<file path="config.mk">
export PLATFORM = sky130hd
export DESIGN_NAME = dmx_frame_rx
export DESIGN_NICKNAME = d
export VERILOG_FILES = /design/src/rtl/dmxr_pkg.sv /design/src/rtl/dmxr_brk_det.sv /design/src/rtl/dmxr_byte_rx.sv /design/src/rtl/dmxr_frame_ctl.sv /design/src/rtl/dmx_frame_rx.sv
export SDC_FILE = /design/constraint.sdc
export NUM_CORES = 1
export LEC_CHECK = 0
export ABC_CLOCK_PERIOD_IN_PS = 7900
export BUFFER_PORTS_ARGS = -buffer_cell sky130_fd_sc_hd__clkbuf_2
export CORE_MARGIN = 1
export CORE_UTILIZATION = 45
export CTS_BUF_LIST = sky130_fd_sc_hd__clkbuf_8 sky130_fd_sc_hd__clkbuf_16
export DETAILED_ROUTE_END_ITERATION = 8
export GPL_ROUTABILITY_DRIVEN = 0
export SYNTH_ARGS = -nofsm -noshare
export SYNTH_HDL_FRONTEND = slang
export SYNTH_HIERARCHICAL = 1
export SYNTH_SLANG_ARGS = --single-unit
</file>
<file path="constraint.sdc">
create_clock -name clk -period 7.9 [get_ports clk]
set_input_delay 0.79 -clock clk [delete_from_list [all_inputs] [get_ports clk]]
set_output_delay 0.79 -clock clk [all_outputs]
set_load 0.02 [all_outputs]
</file>
<file path="src/rtl/dmxr_pkg.sv">
package dmxr_pkg;

  typedef enum logic [2:0] {
    RX_IDLE,
    RX_START,
    RX_DATA,
    RX_STOP1,
    RX_STOP2,
    RX_WAITHI
  } rx_st_t;

  typedef enum logic [1:0] {
    FR_OFF,
    FR_MAB,
    FR_CAP,
    FR_HOLD
  } fr_st_t;

endpackage

</file>
<file path="src/rtl/dmxr_brk_det.sv">
module dmxr_brk_det #(
  parameter int BRK_CYC = 8800
) (
  input  logic clk,
  input  logic rst_n,
  input  logic rx,
  output logic brk
);
  localparam int BW = $clog2(BRK_CYC + 1);

  logic [BW-1:0] run_q, run_d;

  always_comb begin
    if (rx)                           run_d = '0;
    else if (run_q != BW'(BRK_CYC))   run_d = run_q + 1'b1;
    else                              run_d = run_q;
  end

  always_ff @(posedge clk or negedge rst_n) begin
    if (!rst_n) run_q <= '0;
    else        run_q <= run_d;
  end

  // fires once, on the BRK_CYC-th consecutive low sample
  assign brk = !rx && (run_q == BW'(BRK_CYC - 1));

  AST_BRK_ONCE: assert property (@(posedge clk) disable iff (!rst_n)
    brk |=> !brk);

endmodule

</file>
<file path="src/rtl/dmxr_byte_rx.sv">
module dmxr_byte_rx
  import dmxr_pkg::*;
#(
  parameter int BIT_CYC = 400
) (
  input  logic       clk,
  input  logic       rst_n,
  input  logic       run,
  input  logic       rx,
  output logic       vld,
  output logic       ferr,
  output logic [7:0] data
);
  localparam int CW   = $clog2(BIT_CYC);
  localparam int HALF = BIT_CYC / 2;

  rx_st_t        st_q, st_d;
  logic [CW-1:0] cnt_q, cnt_d;
  logic [2:0]    bit_q, bit_d;
  logic [7:0]    sh_q, sh_d;
  logic          vld_q, vld_d, ferr_q, ferr_d;
  logic          tick;

  assign tick = (cnt_q == CW'(BIT_CYC - 1));

  always_comb begin
    st_d   = st_q;
    cnt_d  = cnt_q + 1'b1;
    bit_d  = bit_q;
    sh_d   = sh_q;
    vld_d  = 1'b0;
    ferr_d = 1'b0;
    case (st_q)
      RX_IDLE: begin
        cnt_d = '0;
        if (!rx) st_d = RX_START;
      end
      RX_START: begin
        if (cnt_q == CW'(HALF - 1)) begin
          cnt_d = '0;
          bit_d = '0;
          st_d  = rx ? RX_IDLE : RX_DATA;
        end
      end
      RX_DATA: begin
        if (tick) begin
          cnt_d = '0;
          sh_d  = {rx, sh_q[7:1]};
          if (bit_q == 3'd7) st_d = RX_STOP1;
          else               bit_d = bit_q + 1'b1;
        end
      end
      RX_STOP1: begin
        if (tick) begin
          cnt_d = '0;
          if (!rx) begin ferr_d = 1'b1; st_d = RX_WAITHI; end
          else     st_d = RX_STOP2;
        end
      end
      RX_STOP2: begin
        if (tick) begin
          cnt_d = '0;
          if (!rx) begin ferr_d = 1'b1; st_d = RX_WAITHI; end
          else     begin vld_d  = 1'b1; st_d = RX_IDLE;   end
        end
      end
      default: begin
        cnt_d = '0;
        if (rx) st_d = RX_IDLE;
      end
    endcase
    if (!run) begin
      st_d   = RX_IDLE;
      cnt_d  = '0;
      vld_d  = 1'b0;
      ferr_d = 1'b0;
    end
  end

  always_ff @(posedge clk or negedge rst_n) begin
    if (!rst_n) begin
      st_q   <= RX_IDLE;
      cnt_q  <= '0;
      bit_q  <= '0;
      sh_q   <= '0;
      vld_q  <= 1'b0;
      ferr_q <= 1'b0;
    end else begin
      st_q   <= st_d;
      cnt_q  <= cnt_d;
      bit_q  <= bit_d;
      sh_q   <= sh_d;
      vld_q  <= vld_d;
      ferr_q <= ferr_d;
    end
  end

  assign vld  = vld_q;
  assign ferr = ferr_q;
  assign data = sh_q;

  AST_VLD_NEEDS_RUN: assert property (@(posedge clk) disable iff (!rst_n)
    (vld || ferr) |-> $past(run));
  AST_VLD_STOP_HIGH: assert property (@(posedge clk) disable iff (!rst_n)
    vld |-> $past(rx));

endmodule

</file>
<file path="src/rtl/dmxr_frame_ctl.sv">
module dmxr_frame_ctl
  import dmxr_pkg::*;
#(
  parameter int MAX_SLOTS = 512,
  parameter int CNT_W     = 10
) (
  input  logic             clk,
  input  logic             rst_n,
  input  logic             en,
  input  logic             rx,
  input  logic             brk,
  input  logic             vld,
  input  logic             ferr,
  input  logic [7:0]       data,
  input  logic [CNT_W-1:0] cfg_start,
  input  logic [CNT_W-1:0] cfg_count,
  output logic             run,
  output logic             wr_en,
  output logic [CNT_W-1:0] wr_addr,
  output logic [7:0]       wr_data,
  output logic             done,
  output logic [CNT_W-1:0] done_bytes,
  output logic             done_short,
  output logic [7:0]       done_sc,
  output logic             frame_err
);
  localparam logic [CNT_W:0] LAST = (CNT_W + 1)'(MAX_SLOTS + 1);

  fr_st_t           st_q, st_d;
  logic [CNT_W-1:0] cnt_q, cnt_d;
  logic [7:0]       sc_q, sc_d;
  logic             wr_en_d, done_d, short_d, ferr_d;
  logic [CNT_W-1:0] wr_addr_d, bytes_d;
  logic [7:0]       wr_data_d, dsc_d;
  logic [CNT_W:0]   sum, tgt, cnt_inc, win_end;
  logic [CNT_W-1:0] idx, off;
  logic             in_win;

  always_comb begin
    sum     = {1'b0, cfg_start} + {1'b0, cfg_count} + 1'b1;
    tgt     = (sum > LAST) ? LAST : sum;
    win_end = {1'b0, cfg_start} + {1'b0, cfg_count};
    cnt_inc = {1'b0, cnt_q} + 1'b1;
    idx     = cnt_q - 1'b1;
    off     = idx - cfg_start;
    in_win  = (cnt_q != '0) && (idx >= cfg_start) && ({1'b0, idx} < win_end);
  end

  always_comb begin
    st_d      = st_q;
    cnt_d     = cnt_q;
    sc_d      = sc_q;
    wr_en_d   = 1'b0;
    wr_addr_d = wr_addr;
    wr_data_d = wr_data;
    done_d    = 1'b0;
    bytes_d   = done_bytes;
    short_d   = done_short;
    dsc_d     = done_sc;
    ferr_d    = ferr && (st_q == FR_CAP);
    if (!en) begin
      st_d  = FR_OFF;
      cnt_d = '0;
    end else if (brk) begin
      if (st_q == FR_CAP) begin
        done_d  = 1'b1;
        bytes_d = cnt_q;
        short_d = 1'b1;
        dsc_d   = sc_q;
      end
      st_d  = FR_MAB;
      cnt_d = '0;
    end else begin
      case (st_q)
        FR_MAB: if (rx) st_d = FR_CAP;
        FR_CAP: begin
          if (vld) begin
            if (cnt_q == '0) sc_d = data;
            if (in_win) begin
              wr_en_d   = 1'b1;
              wr_addr_d = off;
              wr_data_d = data;
            end
            cnt_d = cnt_inc[CNT_W-1:0];
            if (cnt_inc == tgt) begin
              done_d  = 1'b1;
              bytes_d = cnt_inc[CNT_W-1:0];
              short_d = 1'b0;
              dsc_d   = (cnt_q == '0) ? data : sc_q;
              st_d    = FR_HOLD;
            end
          end
        end
        default: ;
      endcase
    end
  end

  always_ff @(posedge clk or negedge rst_n) begin
    if (!rst_n) begin
      st_q       <= FR_OFF;
      cnt_q      <= '0;
      sc_q       <= '0;
      wr_en      <= 1'b0;
      wr_addr    <= '0;
      wr_data    <= '0;
      done       <= 1'b0;
      done_bytes <= '0;
      done_short <= 1'b0;
      done_sc    <= '0;
      frame_err  <= 1'b0;
    end else begin
      st_q       <= st_d;
      cnt_q      <= cnt_d;
      sc_q       <= sc_d;
      wr_en      <= wr_en_d;
      wr_addr    <= wr_addr_d;
      wr_data    <= wr_data_d;
      done       <= done_d;
      done_bytes <= bytes_d;
      done_short <= short_d;
      done_sc    <= dsc_d;
      frame_err  <= ferr_d;
    end
  end

  assign run = (st_q == FR_CAP);

  AST_DONE_PULSE: assert property (@(posedge clk) disable iff (!rst_n)
    done |=> !done);
  AST_WR_IN_WINDOW: assert property (@(posedge clk) disable iff (!rst_n)
    wr_en |-> (wr_addr < cfg_count));
  AST_SHORT_FROM_BRK: assert property (@(posedge clk) disable iff (!rst_n)
    (done && done_short) |-> $past(brk));
  AST_NO_OVERFLOW: assert property (@(posedge clk) disable iff (!rst_n)
    done |-> ({1'b0, done_bytes} <= LAST));

endmodule

</file>
<file path="src/rtl/dmx_frame_rx.sv">
module dmx_frame_rx #(
  parameter  int BIT_CYC   = 400,
  parameter  int BRK_CYC   = 8800,
  parameter  int MAX_SLOTS = 512,
  localparam int CNT_W     = $clog2(MAX_SLOTS + 2)
) (
  input  logic             clk,
  input  logic             rst_n,
  input  logic             en,
  input  logic             rx,
  input  logic [CNT_W-1:0] cfg_start,
  input  logic [CNT_W-1:0] cfg_count,
  output logic             wr_en,
  output logic [CNT_W-1:0] wr_addr,
  output logic [7:0]       wr_data,
  output logic             done,
  output logic [CNT_W-1:0] done_bytes,
  output logic             done_short,
  output logic [7:0]       done_sc,
  output logic             frame_err
);
  logic       brk, run, vld, ferr;
  logic [7:0] byte_val;

  dmxr_brk_det #(.BRK_CYC(BRK_CYC)) u_brk (
    .clk(clk), .rst_n(rst_n), .rx(rx), .brk(brk)
  );

  dmxr_byte_rx #(.BIT_CYC(BIT_CYC)) u_byte (
    .clk(clk), .rst_n(rst_n), .run(run), .rx(rx),
    .vld(vld), .ferr(ferr), .data(byte_val)
  );

  dmxr_frame_ctl #(.MAX_SLOTS(MAX_SLOTS), .CNT_W(CNT_W)) u_ctl (
    .clk(clk), .rst_n(rst_n), .en(en), .rx(rx), .brk(brk),
    .vld(vld), .ferr(ferr), .data(byte_val),
    .cfg_start(cfg_start), .cfg_count(cfg_count),
    .run(run), .wr_en(wr_en), .wr_addr(wr_addr), .wr_data(wr_data),
    .done(done), .done_bytes(done_bytes), .done_short(done_short),
    .done_sc(done_sc), .frame_err(frame_err)
  );

endmodule

</file>
=== After elaboration in Yosys (flattened, before gate mapping) ===
Cells that the tools add are included.
Widths: inputs -> output; s select.

* Add/sub/neg operators: 8
* Order comparisons: 3
* Equality and inequality tests: 28
* Mux-type cells: 68
* Bitwise logic cells: 1
* Reduce and logical (&&, ||, !) cells: 22

{| class="wikitable"
|+ Operators by type and width
! operator !! count
|-
| $mux 10 || 9
|-
| $mux 8 || 6
|-
| $mux 3 || 12
|-
| $mux 14 || 2
|-
| $mux 9 || 3
|-
| $mux 1 || 25
|-
| $ne 3x3->1 const B || 6
|-
| $pmux 9 s2 || 1
|-
| $reduce_and 4->1 || 4
|-
| $pmux 3 s5 || 1
|-
| $add 14x1->14 const B || 1
|-
| $eq 14x14->1 const B || 1
|-
| $ne 14x14->1 const B || 1
|-
| $mux 2 || 6
|-
| $add 10x1->11 const B || 1
|-
| $add 10x10->11 || 1
|-
| $add 11x1->11 const B || 1
|-
| $eq 11x11->1 || 1
|-
| $gt 11x10->1 const B || 1
|-
| $lt 10x11->1 || 1
|-
| $mux 11 || 1
|-
| $ge 10x10->1 || 1
|-
| $logic_not 10->1 || 1
|-
| $reduce_bool 10->1 || 1
|-
| other kinds (30) || 42
|}

* Register bits after elaboration: 99
* Input port bits: 24
* Logic and storage cells: 148

=== Longest topological paths before layout ===
Gate-level depths: netlist (run 1).

* Depth in word-level cells: 10
* Mapped depth: 18
* Depth with buffers taken out: 16

=== Hierarchy ===
The synthesis (run 1) kept the hierarchy.

{| class="wikitable"
|+ Modules (own cells, without submodules)
! module !! instances !! cells each !! area an instance (sq um)
|-
| dmxr_frame_ctl || 1 || 503 || 4765.8
|-
| dmxr_byte_rx || 1 || 117 || 1281.2
|-
| dmxr_brk_det || 1 || 86 || 819.5
|}

=== Worst setup path after synthesis (run 1) ===
Ideal clock, no wire load.

* Path kind: input to register
* From: in cfg_start[1]
* To: reg u_ctl.wr_addr[1]
* Data arrival time: 4628 ps
* Data required time: 7775 ps
* Path slack: 3148 ps
* Stages: 15
* Path buffers: 1
* Cells stage by stage: ha_1 a211oi_2 nor2_1 xor2_1 inv_1 ha_1 a21o_1 a21o_1 a21o_1 a21o_1 a21o_1 a21o_1 a31oi_1 clkbuf_1 mux2_2

* Cells in the longest elaborated chain, start to end: 4
* Elaborated cells between the ends (all ways): 7
* Classes of those cells: add/sub (2); order compare (2); reduce/logical (3)

{| class="wikitable"
|+ Ends and longest elaborated chain
! item !! line !! text
|-
| start: declaration || dmx_frame_rx.sv:11 || <nowiki>input logic [CNT_W-1:0] cfg_start,</nowiki>
|-
| $add 10x10->11 / $ge 10x10->1 (equally long branches) || dmxr_frame_ctl.sv:42, dmxr_frame_ctl.sv:46 ||
|-
| $lt 10x11->1 / $logic_and 1x1->1 (equally long branches) || dmxr_frame_ctl.sv:46 || <nowiki>in_win = (cnt_q != '0) && (idx >= cfg_start) && ({1'b0, idx} < win_end);</nowiki>
|-
| $logic_and 1x1->1 || dmxr_frame_ctl.sv:46 ||
|-
| $reduce_and 5->1 (no source line) || n/a ||
|-
| end signal: assignment || dmxr_frame_ctl.sv:117 || <nowiki>wr_addr <= wr_addr_d;</nowiki>
|-
| end: declaration || dmxr_frame_ctl.sv:19 || <nowiki>output logic [CNT_W-1:0] wr_addr,</nowiki>
|}

Parallel ways exist; a longest one is shown, timed or not.
A chain may end at the register's enable or synchronous reset.

=== Worst setup path in the final report (run 1) ===
* From: in cfg_start[0]
* To: reg u_ctl.done_sc[2]

* Cells in the longest elaborated chain, start to end: 7

{| class="wikitable"
|+ Ends and longest elaborated chain
! item !! line !! text
|-
| $add 10x10->11 * || dmxr_frame_ctl.sv:40 || <nowiki>sum = {1'b0, cfg_start} + {1'b0, cfg_count} + 1'b1;</nowiki>
|-
| $add 11x1->11 * || dmxr_frame_ctl.sv:40 ||
|-
| $gt 11x10->1 || dmxr_frame_ctl.sv:41 || <nowiki>tgt = (sum > LAST) ? LAST : sum;</nowiki>
|-
| $mux 11 * || dmxr_frame_ctl.sv:41 ||
|-
| $eq 11x11->1 * || dmxr_frame_ctl.sv:85 || <nowiki>if (cnt_inc == tgt) begin</nowiki>
|-
| $reduce_bool 2->1 (no source line) * || n/a ||
|-
| $reduce_and 4->1 (no source line) * || n/a ||
|-
| end signal: assignment || dmxr_frame_ctl.sv:122 || <nowiki>done_sc <= dsc_d;</nowiki>
|-
| end: declaration || dmxr_frame_ctl.sv:24 || <nowiki>output logic [7:0] done_sc,</nowiki>
|}

Mark *: on every way between the ends. The rest lies on a longest branch, timed or not.

==> results of run 1 <==
## kinds of logic (layout without fill, tap and decap cells)
| family | Yosys count | in the layout | synth area share, % |
|---|---|---|---|
| DFF | 99 | 99 | 36.08 |
| buffers and inverters | 86 | 133 | 5.248 |
| and+or+nand+nor | 216 | 216 | 16.95 |
| AOI/OAI and AO/OA | 142 | 142 | 15.40 |
| muxes | 66 | 66 | 11.06 |
| xor gates and xnor gates | 52 | 52 | 6.851 |
| adders and majority gates | 45 | 45 | 8.418 |
## worst max-delay path, cell delays in order
cell and delay (ps):
clkbuf_2 100, ha_1 230, fa_1 560, ha_1 270
nand2b_1 90, or4b_4 510, a211oi_4 300, nand2b_1 90
a2111o_1 430, a2111o_1 410, a22oi_1 200, o31ai_2 140
and3_4 250, o21ai_4 420, mux2_2 400
## synthesized netlist by cell type (12+ instances only)
| library cell | n |
|---|---|
| a21oi_1 | 35 |
| nand3_1 | 22 |
| a21o_1 | 12 |
| ha_1 | 43 |
| xnor2_1 | 32 |
| nand2_1 | 50 |
| mux2_2 | 50 |
| inv_1 | 50 |
| nor2_1 | 43 |
| nor3_1 | 18 |
| o21ai_0 | 21 |
| xor2_1 | 18 |
| dfrtp_1 | 99 |
| clkbuf_1 | 22 |
## cell type report
type	instances	area share [%]
multi-input cells	521	53.42
flip-flops and latches	99	32.76
repair buffers	65	4.401
well taps	184	3.044
clock buffers	9	2.978
inverters	52	2.581
clock inverters	7	0.8107
## metal layers
layer | share of wire (%) | vias up | GRT usage [%] | wire (um)
met4 | 1.2 | 0 | 4.089 | 181
li1 | - | 2655 | - | -
met3 | 3.4 | 15 | 4.022 | 535
met1 | 47 | 2614 | 26.45 | 7333
met2 | 48 | 90 | 35.95 | 7568
met5 | 0 | - | 0 | 0
## worst max path at each step
stage	from	to	cells past startpoint
floorplan	cfg_start[1]	u_ctl/wr_addr[1]	15
global placement	cfg_start[0]	u_ctl/done_sc[1]	15
detailed placement	cfg_start[0]	u_ctl/done_sc[0]	15
CTS	cfg_start[0]	u_ctl/done_sc[2]	15
global route	cfg_start[0]	u_ctl/done_sc[2]	15
finish	cfg_start[0]	u_ctl/done_sc[2]	15
## stage by stage
step | utilization [%] | total power, mW | setup WS (ps) | hold WS, ps | std cells
after floorplan | - | 0.6605 | 3148 | 433.7 | 706
after global placement | 49.50 | 0.7088 | 2727 | 454.2 | 921
after detailed placement | 49.50 | 0.7141 | 2602 | 470.2 | 921
after CTS | 51.45 | 1.140 | 2951 | 342.3 | 937
after global routing | 51.45 | 1.184 | 2740 | 352.5 | 937
final | 51.45 | 1.129 | 2945 | 339.4 | 937
## power groups by stage
stage | clock (mW) | combinational (mW) | sequential [mW]
CTS | 0.434 | 0.193 | 0.513
detailed placement | 0 | 0.192 | 0.523
global placement | 0 | 0.186 | 0.522
global route | 0.454 | 0.217 | 0.513
floorplan | 0 | 0.139 | 0.521
finish | 0.424 | 0.193 | 0.513
## flip-flops by register name (all words and copies together) (netlist names)
name / count
u_ctl/frame_err: 1
u_ctl/wr_addr: 10
u_ctl/wr_data: 8
u_ctl/wr_en: 1
u_byte/st_q: 3
u_ctl/done: 1
u_ctl/sc_q: 8
u_byte/ferr: 1
u_byte/vld: 1
u_brk/run_q: 14
u_ctl/done_sc: 8
u_byte/data: 8
u_ctl/done_short: 1
u_ctl/st_q: 2
u_byte/bit_q: 3
u_ctl/done_bytes: 10
u_byte/cnt_q: 9
u_ctl/cnt_q: 10
==> flow_summary_export.csv, run 1 <==
group,metric,value,unit
final_layout,design_area,7562,um^2
routing,remaining_drc_errors,8,
clock_tree,clockRootBuffer,"clkbuf_16",
clock_tree,cts_setup_buffers,0,
placement,hpwl,11.76,mm
setup_path,crit-reg2reg-launch,"u_ctl/cnt_q[0]",
floorplanning,pin_count,64,
placement,port_buffers,63,
clock_tree,cts.sinks,99,
floorplanning,row_count,44,
floorplanning,chipWidth,125.5,um
setup_path,start_kind,"primary input",
sta,maxSlewHeadroom,24.04,%
logic_synthesis,synth_seq_area_share,36.08,%
setup_path,cp_max_fo,13,
logic_synthesis,yosys.area.top_type,"dfrtp_1",
pwr,power_density,149.3,nW/um^2
pwr,irDropWorstVdd,0.1183,mV
sta,tightest_slew,1136,ps
logic_synthesis,synthCells,706,
clock_tree,h-tree-depth,3,
global_routing,grt_max_degree,79,
logic_synthesis,synth_seq_cells,99,
final_layout,drive_gt1_share,22.18,%
floorplanning,chipHeight,125.5,um
sta,rsz0062_at_grt,"false",
global_routing,overflow,0,
placement,place_area,7276,um^2
global_routing,grt_pass1_vias,5276,
pwr,clkPwrFrac,37.5,%
clock_tree,cts_tree,"done",
final_layout,multi_input_area,4040,um^2
logic_synthesis,ys.flop_type,"dfrtp_1",
logic_synthesis,synthTopCellsByArea,"dfrtp_1 (36%), mux2_2 (8.2%), ha_1 (7.8%)",
logic_synthesis,yosys_warnings,6,
sta,post-route-min-period,4955,ps
min_path,hold_class,"in2async",
pwr,p_leak,3.448,nW
global_routing,antenna_found_initial,0,
logic_synthesis,async_flop_share,100.0,%
clock_tree,clock_latency,350,ps
routing,dr.pass1.iters,6,
sta,finalSetupViolations,0,
pwr,p_int,0.8012,mW
routing,vias,5374,
flow_run,max-cap-violations,0,
outcome,violations,"DRC",
routing,finalWirelength,15.62,mm
sta,skew,10.84,ps
outcome,outcome,"finished with violations",
final_layout,regArea,2477,um^2
setup_path,arrival,5190,ps
logic_synthesis,syn_nets,775,
sta,maxSlewViolCount,0,
final_layout,layout_common_cells,"dfrtp_1 (99), clkbuf_2 (62), inv_1 (50), nand2_1 (50), mux2_2 (50)",
clock_tree,hold_buffers,0,
setup_path,cp.required,8130,ps
logic_synthesis,syn_avg_cell_area,9.726,um^2
floorplanning,dieArea,15760,um^2
sta,max_freq,201.8,MHz
global_routing,grt_pass1_wl,26.21,mm
clock_tree,cts_resized,0,
clock_tree,max-clock-path-buffers,2,
clock_tree,numCtsBuffers,9,
final_layout,fill_cells,1352,
clock_tree,clkTransAtPathRegs,70,ps
sta,fin_crit_sh,62.72,%
global_routing,grt_usage,20.59,%
final_layout,mostFrequentLayoutCell,"dfrtp_1",
sta,tns,0,ps
setup_path,r2r_end,"u_ctl/wr_data[0]",
logic_synthesis,synth-edff-count,0,
pwr,p_switching,0.3281,mW
floorplanning,core_area,14700,um^2
logic_synthesis,syn_area,6867,um^2
routing,wl_per_cell,16.67,um
logic_synthesis,yosysUniqueCellTypes,90,
routing,drt_iter0_drc,204,
setup_path,ff2ff_path_depth,14,
pwr,pwr-share-comb,17.1,%
sta,hold_viol,0,
final_layout,final_nets,817,
floorplanning,start_util,46.71,%
setup_path,timing_worst_setup_path_type,"in2reg",
logic_synthesis,synth_top_area_share,36.08,%
pwr,swShare,29.06,%
setup_path,crit_path_end_kind,"register",
pwr,seqPwrFrac,45.4,%
final_layout,antenna_cells,0,
setup_path,rrSetupSlack,3370,ps
final_layout,areaGrowthSynthToFinish,10.13,%
routing,viasPerCell,5.735,
routing,ant_nets,0,
Note: power is estimated with default switching activity, not from simulation.
==> run 2, diff against run 1 <==
Settings changed: ABC_AREA from default to 1, ABC_CLOCK_PERIOD_IN_PS 7900 to 4900.
Clock period 7.9 ns to 4.9 ns, I/O delays scaled along.
==> flow_summary_export.csv, run 2 <==
group,metric,value,unit
outcome,outcome,"finished with violations",
outcome,violations,"DRC",
clock_tree,cts_tree,"done",
placement,place_area,7301,um^2
sta,max_freq,255.6,MHz
setup_path,cp_top_family,"simple AND/OR/NAND/NOR gates",
setup_path,crit_path_end_kind,"register",
routing,dr.pass1.iters,7,
min_path,hold_class,"in2async",
clock_tree,clockRootBuffer,"clkbuf_16",
sta,hold_viol,0,
final_layout,design_area,7650,um^2
setup_path,crit_start,"cfg_start[0]",
clock_tree,cts.sinks,99,
sta,fin_crit_sh,79.85,%
logic_synthesis,syn_avg_cell_area,7.285,um^2
final_layout,final_nets,1068,
floorplanning,core_area,14750,um^2
placement,port_buffers,63,
setup_path,path_buf_inv,3,
sta,tightest_slew,884.4,ps
sta,finalSetupViolations,0,
logic_synthesis,yosys.area.top_type,"dfrtp_1",
setup_path,cp_max_fo,38,
clock_tree,max-clock-path-buffers,2,
sta,whs,232.4,ps
placement,hpwl,12.00,mm
routing,remaining_drc_errors,8,
global_routing,antenna_found_initial,0,
routing,wl_per_cell,13.17,um
routing,finalWirelength,15.65,mm
global_routing,grt_max_degree,64,
clock_tree,cts_resized,0,
setup_path,crit-reg2reg-launch,"u_ctl/cnt_q[0]",
logic_synthesis,yosysMostFrequentCell,"nand2_1",
sta,skew,7.119,ps
final_layout,largest_register,"u_brk/run_q",
final_layout,multi_input_area,3765,um^2
routing,ant_nets,0,
logic_synthesis,netlist_top_cells_count,"nand2_1 (267), inv_1 (124), dfrtp_1 (99)",
logic_synthesis,synth_seq_cells,99,
logic_synthesis,syn_area,6884,um^2
logic_synthesis,syn_nets,1014,
global_routing,grt_usage,20.65,%
setup_path,cp_slowest_cell,"nand2_2",
pwr,power_density,286.8,nW/um^2
logic_synthesis,async_flop_share,100.0,%
clock_tree,clock_latency,350,ps
clock_tree,hold_buffers,0,
floorplanning,start_util,46.66,%
final_layout,largest_reg_flops,14,
pwr,irDropWorstVdd,0.2101,mV
setup_path,start_kind,"primary input",
final_layout,drive_gt1_share,14.54,%
final_layout,antenna_cells,0,
sta,rsz0062_at_grt,"false",
clock_tree,numCtsBuffers,9,
sta,tns,0,ps
floorplanning,chipWidth,125.7,um
logic_synthesis,ys.flop_type,"dfrtp_1",
sta,maxSlewHeadroom,40.98,%
sta,post-route-min-period,3913,ps
logic_synthesis,synthCells,945,
pwr,p_leak,4.031,nW
clock_tree,cts_setup_buffers,0,
clock_tree,h-tree-depth,3,
flow_run,max-cap-violations,0,
routing,viasPerCell,4.956,
final_layout,regArea,2477,um^2
setup_path,arrival,4150,ps
logic_synthesis,yosysUniqueCellTypes,49,
global_routing,grt_pass1_vias,5351,
final_layout,areaGrowthSynthToFinish,11.12,%
routing,drt_iter0_drc,287,
setup_path,timing_worst_setup_path_type,"in2reg",
floorplanning,pin_count,64,
logic_synthesis,synth-edff-count,0,
final_layout,mostFrequentLayoutCell,"nand2_1",
logic_synthesis,yosys_warnings,6,
logic_synthesis,synth_seq_area_share,35.99,%
setup_path,crit_path_cell_trace,"clkbuf_2, ha_1, fa_1, ha_1, nand3_1, clkinv_1, nand3_1, nor2_2, nand3_1, nor2_2, nand3_1, nand2_2, nand3_1, or2_1, nand2_1, nor2_1, nand4_1, nand2_1, nand2_2, inv_1, nand2_1, nand2_1",
logic_synthesis,synth_top_area_share,35.99,%
floorplanning,dieArea,15800,um^2
routing,vias,5888,
setup_path,critical-path-max-stage-delay,570,ps
global_routing,overflow,0,
setup_path,cp.required,5140,ps
global_routing,grt_pass1_wl,26.10,mm
floorplanning,chipHeight,125.7,um
floorplanning,row_count,44,
setup_path,cp_common_cell,"nand3_1",
sta,maxSlewViolCount,0,
clock_tree,clkTransAtPathRegs,70,ps
final_layout,fill_cells,1452,
logic_synthesis,synthTopCellsByArea,"dfrtp_1 (36%), nand2_1 (15%), ha_1 (7.8%)",
final_layout,layout_common_cells,"nand2_1 (267), inv_1 (124), dfrtp_1 (99)",
run 2: area by class of cell:
| cell class | count | area share [%] |
|---|---|---|
| clock buffers | 9 | 2.944 |
| clock inverters | 7 | 1.619 |
| inverters | 130 | 6.379 |
| multi-input cells | 693 | 49.21 |
| flip-flops and latches | 99 | 32.38 |
| well taps | 184 | 3.009 |
| repair buffers | 66 | 4.449 |
run 2: kinds of logic (layout without fill, tap and decap cells):
kind of cell	after synthesis	after routing	synth area share [%]
compound gates	133	133	11.00
xor+xnor	26	26	3.308
fa+ha+maj	45	45	8.397
buf+inv	153	212	9.324
flops	99	99	35.99
simple gates	489	489	31.99
run 2: worst register-to-register path, cell delays in order, from the launching register on:
cell	delay, ps
dfrtp_1	460
inv_1	260
nand4_1	180
nor3_1	330
xor2_1	290
ha_1	330
nand2_1	100
nor2_1	50
a211oi_1	220
nand3_1	130
a21oi_1	140
nor2_1	50
o211ai_1	140
inv_1	50
nand2_1	50
buf_4	300
inv_1	100
nand2_1	70
nand2_1	40
run 2: per-layer routing:
metal  vias to the layer above  share of wire [%]  GRT usage (%)
met5                         -                  0              0
met4                         0                1.8          6.528
met3                        16                4.0          3.483
met2                       109                 44          32.35
met1                      2619                 50          29.08
li1                       3144                  -              -
run 2: power by group:
| group | switching (mW) | internal, mW | total, mW |
|---|---|---|---|
| Sequential | 0.0194 | 0.837 | 0.856 |
| Clock | 0.318 | 0.503 | 0.822 |
| Combinational | 0.338 | 0.178 | 0.516 |
run 2: metrics by stage:
step                util [%]  instances  power (mW)  setup slack, ps
finish                 51.85       1188       2.194            987.3
global route           51.85       1188       2.326            465.9
CTS                    51.85       1188       2.218            982.9
detailed placement     49.48       1172       1.385            632.6
global placement       49.48       1172       1.384            747.0
floorplan                  -        945       1.260             1536
run 2: worst paths after layout:
check / to / depth (start not counted) / slack [ps]
setup / recovery: u_ctl/done_bytes[9] / 22 / 990
hold / removal: u_ctl/wr_addr[2] / 1 / 230
setup reg to reg: u_ctl/wr_addr[1] / 18 / 1490
hold reg to reg: u_ctl/frame_err / 2 / 440
max in group asynchronous: u_ctl/st_q[0] / 2 / 3660
min in group clk: u_ctl/st_q[0] / 3 / 420
